### src/rtl/tmr_pkg.sv
// Shared definitions for the interval timer register interface.
// Assumes one byte of host data and two-byte counts.
package tmr_pkg;
    localparam int DATA_W = 8;
    localparam int CNT_W  = 2 * DATA_W;

    // Access code; the zero value doubles as "nothing latched"
    typedef enum logic [1:0] {
        ACC_NONE = 2'd0,
        ACC_LO   = 2'd1,
        ACC_HI   = 2'd2,
        ACC_WORD = 2'd3
    } acc_e;

    localparam logic [1:0] CTRL_ADDR = 2'd3;
    localparam logic [1:0] RB_SEL    = 2'd3;
    localparam logic [2:0] RST_MODE  = 3'd3;
endpackage

### src/rtl/tmr_ctrl_decode.sv
// Decodes host strobes into per-channel commands: configuration
// writes, count and status capture requests, data writes and data
// reads. Purely combinational. Assumes NUM_CH <= 3.
module tmr_ctrl_decode
    import tmr_pkg::*;
#(
    parameter int NUM_CH = 3
) (
    input  logic [1:0]        addr,
    input  logic              wr_en,
    input  logic              rd_en,
    input  logic [3:0]        ctrl_hi,   // control word bits 7:4
    input  logic [NUM_CH:1]   rb_mask,   // read-back channel select bits
    output logic [NUM_CH-1:0] cfg_we,
    output logic [NUM_CH-1:0] cnt_req,
    output logic [NUM_CH-1:0] sts_req,
    output logic [NUM_CH-1:0] data_we,
    output logic [NUM_CH-1:0] data_re
);
    logic       ctrl_wr;
    logic [1:0] sel;
    logic [1:0] acc;
    logic       is_rb;

    // Split control word fields
    always_comb begin
        ctrl_wr = wr_en && (addr == CTRL_ADDR);
        sel     = ctrl_hi[3:2];
        acc     = ctrl_hi[1:0];
        is_rb   = (sel == RB_SEL);
    end

    for (genvar c = 0; c < NUM_CH; c++) begin : g_ch
        logic hit;
        // Per-channel command strobes
        always_comb begin
            hit        = ctrl_wr && !is_rb && (sel == 2'(c));
            cfg_we[c]  = hit && (acc != 2'd0);
            cnt_req[c] = (hit && (acc == 2'd0))
                       || (ctrl_wr && is_rb && rb_mask[c+1] && !ctrl_hi[1]);
            sts_req[c] = ctrl_wr && is_rb && rb_mask[c+1] && !ctrl_hi[0];
            data_we[c] = wr_en && (addr == 2'(c));
            data_re[c] = rd_en && (addr == 2'(c));
        end
    end
endmodule

### src/rtl/tmr_chan_regs.sv
// Register state of one timer channel: programming fields, byte
// order of reads and writes, captured count and status, and the
// registered load strobe. Assumes at most one strobe per cycle
// addresses this channel's data port or its control word.
module tmr_chan_regs
    import tmr_pkg::*;
(
    input  logic              clk,
    input  logic              rst_n,
    input  logic              cfg_we,
    input  logic [1:0]        cfg_acc,
    input  logic [2:0]        cfg_mode,
    input  logic              cfg_bcd,
    input  logic              cnt_req,
    input  logic              sts_req,
    input  logic              data_we,
    input  logic              data_re,
    input  logic [DATA_W-1:0] wdata,
    input  logic [CNT_W-1:0]  live,
    input  logic              out_bit,
    output logic [DATA_W-1:0] rd_byte,
    output logic              load_pulse,
    output logic [CNT_W-1:0]  load_value
);
    acc_e              acc;
    logic [2:0]        mode;
    logic              bcd;
    logic              wr_hi;
    logic              rd_hi;
    logic [DATA_W-1:0] hold;
    acc_e              clat;
    logic [CNT_W-1:0]  lcnt;
    logic              spend;
    logic [DATA_W-1:0] sts;

    // Byte offered to the read port, by priority
    always_comb begin
        if (spend) begin
            rd_byte = sts;
        end else if (clat != ACC_NONE) begin
            rd_byte = (clat == ACC_HI) ? lcnt[CNT_W-1:DATA_W] : lcnt[DATA_W-1:0];
        end else begin
            case (acc)
                ACC_HI:   rd_byte = live[CNT_W-1:DATA_W];
                ACC_WORD: rd_byte = rd_hi ? live[CNT_W-1:DATA_W] : live[DATA_W-1:0];
                default:  rd_byte = live[DATA_W-1:0];
            endcase
        end
    end

    // Channel state update on every strobe
    always_ff @(posedge clk) begin
        if (!rst_n) begin
            acc        <= ACC_WORD;
            mode       <= RST_MODE;
            bcd        <= 1'b0;
            wr_hi      <= 1'b0;
            rd_hi      <= 1'b0;
            hold       <= '0;
            clat       <= ACC_NONE;
            lcnt       <= '0;
            spend      <= 1'b0;
            sts        <= '0;
            load_pulse <= 1'b0;
            load_value <= '0;
        end else begin
            load_pulse <= 1'b0;
            if (data_re) begin
                if (spend) begin
                    spend <= 1'b0;
                end else if (clat == ACC_WORD) begin
                    clat <= ACC_HI;
                end else if (clat != ACC_NONE) begin
                    clat <= ACC_NONE;
                end else if (acc == ACC_WORD) begin
                    rd_hi <= !rd_hi;
                end
            end
            if (data_we) begin
                case (acc)
                    ACC_LO: begin
                        load_pulse <= 1'b1;
                        load_value <= {{DATA_W{1'b0}}, wdata};
                    end
                    ACC_HI: begin
                        load_pulse <= 1'b1;
                        load_value <= {wdata, {DATA_W{1'b0}}};
                    end
                    ACC_WORD: begin
                        if (wr_hi) begin
                            load_pulse <= 1'b1;
                            load_value <= {wdata, hold};
                        end else begin
                            hold <= wdata;
                        end
                        wr_hi <= !wr_hi;
                    end
                    default: ;
                endcase
            end
            if (cnt_req && (clat == ACC_NONE)) begin
                lcnt <= live;
                clat <= acc;
            end
            if (sts_req && !spend) begin
                sts   <= {out_bit, 1'b0, acc, mode, bcd};
                spend <= 1'b1;
            end
            if (cfg_we) begin
                acc   <= acc_e'(cfg_acc);
                mode  <= cfg_mode;
                bcd   <= cfg_bcd;
                wr_hi <= 1'b0;
                rd_hi <= 1'b0;
            end
        end
    end
endmodule

### src/rtl/tmr_rd_mux.sv
// Selects the read byte of the addressed channel and registers it
// on a read strobe. The control address reads as zero.
module tmr_rd_mux
    import tmr_pkg::*;
#(
    parameter int NUM_CH = 3
) (
    input  logic                     clk,
    input  logic                     rst_n,
    input  logic [1:0]               addr,
    input  logic                     rd_en,
    input  logic [NUM_CH*DATA_W-1:0] chan_bytes,
    output logic [DATA_W-1:0]        rdata
);
    logic [DATA_W-1:0] sel_byte;

    // Pick the addressed channel's byte
    always_comb begin
        sel_byte = '0;
        for (int c = 0; c < NUM_CH; c++) begin
            if (addr == 2'(c)) sel_byte = chan_bytes[c*DATA_W +: DATA_W];
        end
    end

    // Register read data only on a read strobe
    always_ff @(posedge clk) begin
        if (!rst_n)     rdata <= '0;
        else if (rd_en) rdata <= sel_byte;
    end
endmodule

### src/rtl/tmr_regif.sv
// Top of the interval timer host register interface. Wires the
// decoder, one register set per channel and the read data register.
// Assumes the host never asserts both strobes in the same cycle.
module tmr_regif
    import tmr_pkg::*;
#(
    parameter int NUM_CH = 3
) (
    input  logic                    clk,
    input  logic                    rst_n,
    input  logic [1:0]              addr,
    input  logic                    wr_en,
    input  logic                    rd_en,
    input  logic [DATA_W-1:0]       wdata,
    output logic [DATA_W-1:0]       rdata,
    input  logic [NUM_CH*CNT_W-1:0] live_count,
    input  logic [NUM_CH-1:0]       chan_out,
    output logic [NUM_CH-1:0]       load_pulse,
    output logic [NUM_CH*CNT_W-1:0] load_value
);
    logic [NUM_CH-1:0]        cfg_we;
    logic [NUM_CH-1:0]        cnt_req;
    logic [NUM_CH-1:0]        sts_req;
    logic [NUM_CH-1:0]        data_we;
    logic [NUM_CH-1:0]        data_re;
    logic [NUM_CH*DATA_W-1:0] chan_bytes;

    tmr_ctrl_decode #(.NUM_CH(NUM_CH)) u_dec (
        .addr    (addr),
        .wr_en   (wr_en),
        .rd_en   (rd_en),
        .ctrl_hi (wdata[7:4]),
        .rb_mask (wdata[NUM_CH:1]),
        .cfg_we  (cfg_we),
        .cnt_req (cnt_req),
        .sts_req (sts_req),
        .data_we (data_we),
        .data_re (data_re)
    );

    for (genvar c = 0; c < NUM_CH; c++) begin : g_chan
        tmr_chan_regs u_chan (
            .clk        (clk),
            .rst_n      (rst_n),
            .cfg_we     (cfg_we[c]),
            .cfg_acc    (wdata[5:4]),
            .cfg_mode   (wdata[3:1]),
            .cfg_bcd    (wdata[0]),
            .cnt_req    (cnt_req[c]),
            .sts_req    (sts_req[c]),
            .data_we    (data_we[c]),
            .data_re    (data_re[c]),
            .wdata      (wdata),
            .live       (live_count[c*CNT_W +: CNT_W]),
            .out_bit    (chan_out[c]),
            .rd_byte    (chan_bytes[c*DATA_W +: DATA_W]),
            .load_pulse (load_pulse[c]),
            .load_value (load_value[c*CNT_W +: CNT_W])
        );
    end

    tmr_rd_mux #(.NUM_CH(NUM_CH)) u_rd (
        .clk        (clk),
        .rst_n      (rst_n),
        .addr       (addr),
        .rd_en      (rd_en),
        .chan_bytes (chan_bytes),
        .rdata      (rdata)
    );
endmodule

### config.mk
export PLATFORM = sky130hd
export DESIGN_NAME = tmr_regif
export DESIGN_NICKNAME = d
export VERILOG_FILES = /design/src/rtl/tmr_pkg.sv /design/src/rtl/tmr_ctrl_decode.sv /design/src/rtl/tmr_chan_regs.sv /design/src/rtl/tmr_rd_mux.sv /design/src/rtl/tmr_regif.sv
export SDC_FILE = /design/constraint.sdc
export NUM_CORES = 1
export LEC_CHECK = 0
export BUFFER_PORTS_ARGS = -buffer_cell sky130_fd_sc_hd__buf_2
export CAP_MARGIN = 20
export CORE_ASPECT_RATIO = 0.6
export CORE_UTILIZATION = 45
export CTS_CLUSTER_DIAMETER = 120
export DETAILED_ROUTE_END_ITERATION = 8
export PLACE_DENSITY = 0.65
export SETUP_SLACK_MARGIN = 0.3
export SKIP_CTS_REPAIR_TIMING = 1
export SLEW_MARGIN = 10
export SYNTH_ARGS = -nofsm -noshare
export SYNTH_HDL_FRONTEND = slang
export SYNTH_SLANG_ARGS = --single-unit
### constraint.sdc
create_clock -name clk -period 2.6 [get_ports clk]
set_input_delay 0.39 -clock clk [delete_from_list [all_inputs] [get_ports clk]]
set_output_delay 0.39 -clock clk [all_outputs]
set_load 0.1 [all_outputs]
==> impl_metrics.csv, run 1 <==
group,metric,value,unit
final_layout,finish.utilization,54.3,%
power_and_ir_drop,ir_worst_vdd,0.466,mV
clocking,cts_root_buffer,"clkbuf_16",
synthesis,syn_nets,1007,
clocking,insertion_delay,0.44,ns
status,status,"completed",
clocking,htree_levels,4,
synthesis,synthXorXnorAreaFrac,0.416,%
timing,period_share,81.4,%
synthesis,yosys.area_share.simple,21.2,%
floorplan,core-area,18200,sq um
final_layout,fill_cells,1688,
timing,layout_min_cycle_time,2.12,ns
timing,rsz0062_at_grt,"no",
synthesis,synth_fa_ha_area_share,1.34,%
clocking,clockBufferDepth,2,
placed_design,hpwl,16300,microns
floorplan,die_h,108,microns
final_layout,final_common_cell,"dfxtp_1",
power_and_ir_drop,p_sw_share,28.4,%
final_layout,most-common-layout-cells,"dfxtp_1 (185), nor2_1 (130), buf_2 (123)",
grt,grt.overflow.total,0,
synthesis,syn-instance-count,933,
timing,setup_viol,0,
synthesis,synth-compound-area-share,15.5,%
power_and_ir_drop,p_total,6.11,mW
synthesis,synth_ff_type,"dfxtp_1",
synthesis,synth_top_family_by_area,"simple AND/OR/NAND/NOR gates",
timing,whs,0.205,ns
worst_setup_path,critical_path.top_delay_family,"compound AO/OA/AOI/OAI gates",
timing,max_freq,472,MHz
worst_setup_path,cpPeakStageDelay,0.45,ns
clocking,clk_pin_slew,0.08,ns
synthesis,yosysWarnings,0,
floorplan,pin_count,124,
power_and_ir_drop,power_per_cell_area,618,nW/um^2
detailed_routing,num_vias,7260,
floorplan,dieArea,19300,sq um
power_and_ir_drop,intPower,4.37,mW
timing,drv_slew,0,
worst_setup_path,arrival,2.49,ns
synthesis,synthDistinctLibCells,62,
worst_setup_path,path_class,"reg -> reg",
placed_design,placed_area,9310,sq um
detailed_routing,drt-wirelength-per-cell,18.4,microns
final_layout,nets,1112,
timing,hold_viol,0,
power_and_ir_drop,p_seq_share,47.7,%
synthesis,synth-seq-cells,185,
clocking,tritoncts,"yes",
final_layout,fin_cells,1291,
worst_setup_path,cp-end-kind,"flip-flop",
worst_setup_path,critical_path.max_fanout,11,
synthesis,synth-edff-count,0,
synthesis,synth_area,8420,sq um
power_and_ir_drop,p_leak,3.91,nW
final_layout,drive_gt1_share,21.6,%
placed_design,dpl.cell_count,1259,
grt,grt_max_degree,43,
placed_design,numPortBuffers,123,
clocking,cts_num_sinks,185,
grt,antenna_found_initial,0,
power_and_ir_drop,p_clk_share,41.6,%
detailed_routing,avgViaCountPerCell,5.62,
synthesis,synth_seq_area_share,44.0,%
detailed_routing,drt_pass1_iterations,5,
grt,track_usage,24.9,%
timing,timing.final.ws_setup,0.483,ns
clocking,cts_made_buffers,17,
worst_setup_path,path_cells,"ha_1 -> mux2i_1 -> buf_4 -> nand3_1 -> a311o_1 -> a31oi_1",
floorplan,initial_core_util,46.3,%
floorplan,die_x,179,microns
detailed_routing,detail-route-antenna-nets,0,
placed_design,detailedPlace.worstSlack,0.408,ns
detailed_routing,drt-initial-drc-count,616,
synthesis,synthMuxAreaShare,11.8,%
grt,grt_pass1_wl,37100,microns
final_layout,diodes,0,
timing,finalSetupTns,0,ns
timing,maxSlewHeadroom,34.9,%
synthesis,synth.avg_cell_area,9.03,sq um
worst_setup_path,crit_required,2.97,ns
timing,finClkSkew,0.0136,ns
detailed_routing,totalWireLength,23800,microns
grt,grt_pass1_vias,6728,
worst_setup_path,slowest_stage,"mux2i_1",
timing,worst_pin_slew,0.972,ns
power_and_ir_drop,p_switching,1.73,mW
floorplan,rows,38,
detailed_routing,route.detailed.drc,0,
job,cap_violations,0,
final_layout,synthToLayoutAreaGrowth,17.3,%
final_layout,finalInstanceArea,9880,sq um
power_and_ir_drop,p_comb_share,10.7,%
placed_design,gp_congestion,0.834,
worst_setup_path,path_buf_inv,1,
worst_setup_path,critPathLaunchType,"flip-flop",
synthesis,synthArstFlopShare,0,%
min_path,hold_class,"in -> reg",
-- final cells by class --
class / instances / area [sq um] / share of cell area, %
Inverter: 14 / 55.1 / 0.557
Clock buffer: 18 / 439 / 4.44
Sequential cell: 185 / 3700 / 37.5
Tap cell: 240 / 300 / 3.04
Multi-Input combinational cell: 651 / 4270 / 43.2
Timing Repair Buffer: 169 / 986 / 9.98
Clock inverter: 14 / 130 / 1.32
-- power groups by stage --
| stage | Sequential, mW | Clock, mW | Combinational, mW |
|---|---|---|---|
| final | 2.91 | 2.54 | 0.651 |
| after detailed placement | 2.98 | 0 | 0.643 |
| after floorplan | 3.11 | 0 | 0.297 |
| after global placement | 2.98 | 0 | 0.637 |
| after CTS | 2.91 | 2.57 | 0.645 |
| after global routing | 2.92 | 2.70 | 0.689 |
-- sequential cells by signal, indices dropped and copies added, names as in the netlist --
name / count
g_chan.u_chan.acc: 6
g_chan.u_chan.wr_hi: 3
g_chan.u_chan.bcd: 3
g_chan.u_chan.rd_hi: 3
g_chan.u_chan.clat: 6
g_chan.u_chan.lcnt: 48
g_chan.u_chan.load_value: 48
u_rd.rdata: 8
g_chan.u_chan.spend: 3
g_chan.u_chan.hold: 24
g_chan.u_chan.mode: 9
g_chan.u_chan.sts: 21
g_chan.u_chan.load_pulse: 3
-- kinds of logic (layout without fill, tap and decap cells) --
family | after synthesis | in the layout
adder cells (fa/ha/maj) | 9 | 9
multiplexers | 99 | 99
AO/OA/AOI/OAI | 177 | 177
XOR/XNOR | 4 | 4
buffers and inverters | 97 | 215
AND/OR/NAND/NOR | 362 | 362
flip-flops | 185 | 185
-- routing by layer --
| layer | vias up | track usage, % | share of wire, % |
|---|---|---|---|
| li1 | 3546 | - | - |
| met1 | 3451 | 38.1 | 51 |
| met2 | 241 | 35.8 | 42 |
| met3 | 22 | 4.32 | 6.2 |
| met4 | 0 | 6.17 | 0.93 |
| met5 | - | 0 | 0 |
-- worst min-delay path: stages --
cell and delay, ns:
buf_2 0.09, mux2i_1 0.06, nor2_1 0.07
-- synthesized netlist by cell type, types with 16 or more instances --
cell	count	area, sq um
dfxtp_1	185	3700
nor2_1	130	488
mux2i_1	99	991
nand2_1	71	267
nand3_1	52	260
clkbuf_1	49	184
a21oi_1	43	215
o21ai_0	30	150
a221oi_1	23	201
nor3_1	23	115
nor2b_1	22	138
nor3b_1	22	165
a211oi_1	17	128
buf_2	16	80.1
-- final timing paths --
path | from | to | slack, ns | cells after the start
worst max register to register | g_chan[1].u_chan.acc[1] | u_rd.rdata[1] | 0.48 | 6
worst max-delay path | g_chan[1].u_chan.acc[1] | u_rd.rdata[1] | 0.48 | 6
worst min register to register | g_chan[2].u_chan.load_value[13] | g_chan[2].u_chan.load_value[13] | 0.45 | 2
worst min-delay path | live_count[6] | g_chan[0].u_chan.lcnt[6] | 0.20 | 3
(Power assumes the default switching activity.)
==> run 2: changes to the inputs <==
- ABC_AREA: not set -> 1
- clock period: 2.6 -> 2.01 ns (I/O delays scaled with it)
==> run 2 against run 1 <==
Die area fell by 1.7%. Final cell count rose by 19%. Sequential share of layout area fell by 0.32 points. Synthesized area fell by 1.7%. First-iteration DRC count rose by 23%. Sequential power rose by 30%. Largest cell class unchanged. Highest routed layer unchanged.
==> impl_metrics.csv, run 2 <==
group,metric,value,unit
status,status,"completed",
power_and_ir_drop,intPower,5.91,mW
timing,layout_min_cycle_time,1.63,ns
synthesis,yosysTopAreaCell,"dfxtp_1",
detailed_routing,route.detailed.drc,0,
timing,worst_pin_slew,0.616,ns
power_and_ir_drop,power_per_cell_area,825,nW/um^2
synthesis,syn_nets,1228,
worst_setup_path,r2r_end,"u_rd.rdata[1]",
timing,max_freq,615,MHz
synthesis,synth.most_common_cell,"nand2_1",
timing,rsz0062_at_grt,"yes",
power_and_ir_drop,p_total,8.24,mW
clocking,tritoncts,"yes",
clocking,clockBufferDepth,2,
worst_setup_path,cp-end-kind,"flip-flop",
timing,setup_viol,0,
clocking,cts_made_buffers,17,
grt,grt_pass1_vias,7273,
placed_design,placed_area,9180,sq um
worst_setup_path,critical_path.top_delay_family,"simple AND/OR/NAND/NOR gates",
detailed_routing,drt-wirelength-per-cell,16.2,microns
floorplan,initial_core_util,47.2,%
clocking,cts_num_sinks,185,
min_path,min_path_cells,3,
power_and_ir_drop,ir_worst_vdd,0.590,mV
power_and_ir_drop,p_switching,2.34,mW
final_layout,synthToLayoutAreaGrowth,20.7,%
final_layout,final_common_cell,"nand2_1",
job,cap_violations,0,
synthesis,yosysWarnings,0,
worst_setup_path,critPathLaunchType,"flip-flop",
synthesis,synth.avg_cell_area,7.17,sq um
detailed_routing,num_vias,8151,
synthesis,synth_seq_area_share,44.7,%
final_layout,fill_cells,1643,
grt,grt.overflow.total,0,
worst_setup_path,reg2regPathDepth,7,
clocking,insertion_delay,0.44,ns
synthesis,synth_top_area_share,44.7,%
final_layout,reg_top3,"g_chan.u_chan.lcnt (48), g_chan.u_chan.load_value (48), g_chan.u_chan.hold (24)",
detailed_routing,totalWireLength,24800,microns
grt,track_usage,26.5,%
final_layout,fin_cells,1530,
final_layout,diodes,0,
synthesis,syn-instance-count,1154,
final_layout,multiInputGateArea,4000,sq um
synthesis,synth_area,8280,sq um
power_and_ir_drop,p_leak,4.40,nW
final_layout,drive_gt1_share,19.7,%
worst_setup_path,arrival,2.01,ns
floorplan,pin_count,124,
power_and_ir_drop,p_comb_share,12.1,%
worst_setup_path,path_buf_inv,0,
min_path,hold_start,"chan_out[0]",
timing,hold_viol,0,
floorplan,core-area,17500,sq um
timing,finClkSkew,0.0151,ns
synthesis,synthDistinctLibCells,36,
floorplan,dieArea,19000,sq um
floorplan,die_h,107,microns
min_path,hold_end,"g_chan[0].u_chan.sts[7]",
detailed_routing,drt_pass1_iterations,5,
worst_setup_path,r2r_setup_slack,0.38,ns
detailed_routing,avgViaCountPerCell,5.33,
worst_setup_path,path_cells,"nor2_1 -> a21oi_1 -> nand2_1 -> nand2_1 -> nand2_1 -> nor2_1 -> nor2_1",
timing,maxSlewHeadroom,58.7,%
final_layout,finalInstanceArea,9990,sq um
power_and_ir_drop,p_sw_share,28.3,%
grt,grt_max_degree,72,
min_path,hold_class,"in -> reg",
grt,antenna_found_initial,0,
worst_setup_path,path_class,"reg -> reg",
final_layout,most-common-layout-cells,"nand2_1 (238), a21oi_1 (183), dfxtp_1 (179)",
worst_setup_path,critical_path.max_fanout,11,
synthesis,synth_ff_type,"dfxtp_1",
final_layout,seq_area,3710,sq um
clocking,clk_pin_slew,0.08,ns
synthesis,synth-edff-count,0,
placed_design,numPortBuffers,123,
final_layout,finish.utilization,57.0,%
power_and_ir_drop,p_clk_share,41.9,%
power_and_ir_drop,p_seq_share,46.0,%
placed_design,hpwl,17200,microns
detailed_routing,drt-initial-drc-count,756,
worst_setup_path,r2r-start,"g_chan[1].u_chan.clat[0]",
timing,drv_slew,0,
synthesis,synth-seq-cells,185,
timing,period_share,80.9,%
detailed_routing,detail-route-antenna-nets,0,
grt,grt_pass1_wl,39200,microns
floorplan,die_x,177,microns
clocking,htree_levels,4,
placed_design,dpl.cell_count,1487,
worst_setup_path,cpPeakStageDelay,0.52,ns
clocking,cts_root_buffer,"clkbuf_16",
final_layout,nets,1357,
synthesis,synthArstFlopShare,0,%
synthesis,synth_commonest_cells,"nand2_1 (248), dfxtp_1 (185), a21oi_1 (183)",
synthesis,ys_top_cells_by_area,"dfxtp_1 (45%), nand2_1 (11%), a21oi_1 (11%)",
worst_setup_path,crit_required,2.39,ns
placed_design,gp_congestion,0.859,
timing,finalSetupTns,0,ns
floorplan,rows,37,
worst_setup_path,slowest_stage,"nor2_1",
[run 2: routing by layer]
metal  up-vias  share of wire, %  global-route usage [%]
met2       282                40                    36.6
li1       4094                 -                       -
met5         -                 0                       0
met3        13               7.5                    4.79
met1      3762                52                    41.7
met4         0              0.62                    5.42
[run 2: cell type report]
type	count	area share (%)
Timing Repair Buffer	170	10.0
Timing Repair inverter	2	0.150
Sequential cell	185	37.2
Tap cell	234	2.93
Multi-Input combinational cell	813	40.1
Clock buffer	21	4.81
Clock inverter	11	1.23
Inverter	94	3.67
[run 2: how the worst max path moves through the flow]
stage / from / endpoint / slack [ns] / depth (start not counted)
final: g_chan[1].u_chan.clat[0] / u_rd.rdata[1] / 0.38 / 7
after global routing: g_chan[2].u_chan.acc[0] / u_rd.rdata[7] / 0.23 / 13
after CTS: g_chan[1].u_chan.acc[1] / u_rd.rdata[1] / 0.15 / 12
after detailed placement: addr[0] / g_chan[1].u_chan.load_value[6] / 0.14 / 9
after global placement: addr[0] / g_chan[1].u_chan.load_value[1] / 0.14 / 9
after floorplan: g_chan[0].u_chan.acc[1] / g_chan[0].u_chan.load_value[10] / 0.49 / 8
[run 2: per-stage QoR]
step / setup WS (ns) / hold WS [ns]
2_1_floorplan: 0.494 / 0.424
3_3_place_gp: 0.143 / 0.439
3_5_place_dp: 0.141 / 0.445
4_1_cts: 0.154 / 0.107
5_1_grt: 0.234 / 0.133
6_report: 0.383 / 0.123
[run 2: kinds of logic (layout without fill, tap and decap cells)]
logic type                 count (synthesis)  after routing  share of synthesized area (%)
and+or+nand+nor                          451            451                           22.9
AOI/OAI and AO/OA                        350            350                           22.7
DFF                                      185            185                           44.7
buffers and inverters                    156            298                           7.97
adders and majority gates                  9              9                           1.36
xor gates and xnor gates                   3              3                          0.317
[run 2: power by group through the flow]
stage	clock network, mW	registers [mW]	logic (mW)
3_3_place_gp	0	3.87	0.957
6_report	3.45	3.79	1.00
2_1_floorplan	0	4.06	0.453
3_5_place_dp	0	3.87	0.954
5_1_grt	3.66	3.80	1.09
4_1_cts	3.50	3.79	0.961
[run 2: worst reg2reg max path: stages (launching register included)]
cell     delay (ns)
dfxtp_1        0.46
nor2_1         0.52
a21oi_1        0.13
nand2_1        0.12
nand2_1        0.07
nand2_1        0.16
nor2_1         0.06
nor2_1         0.07
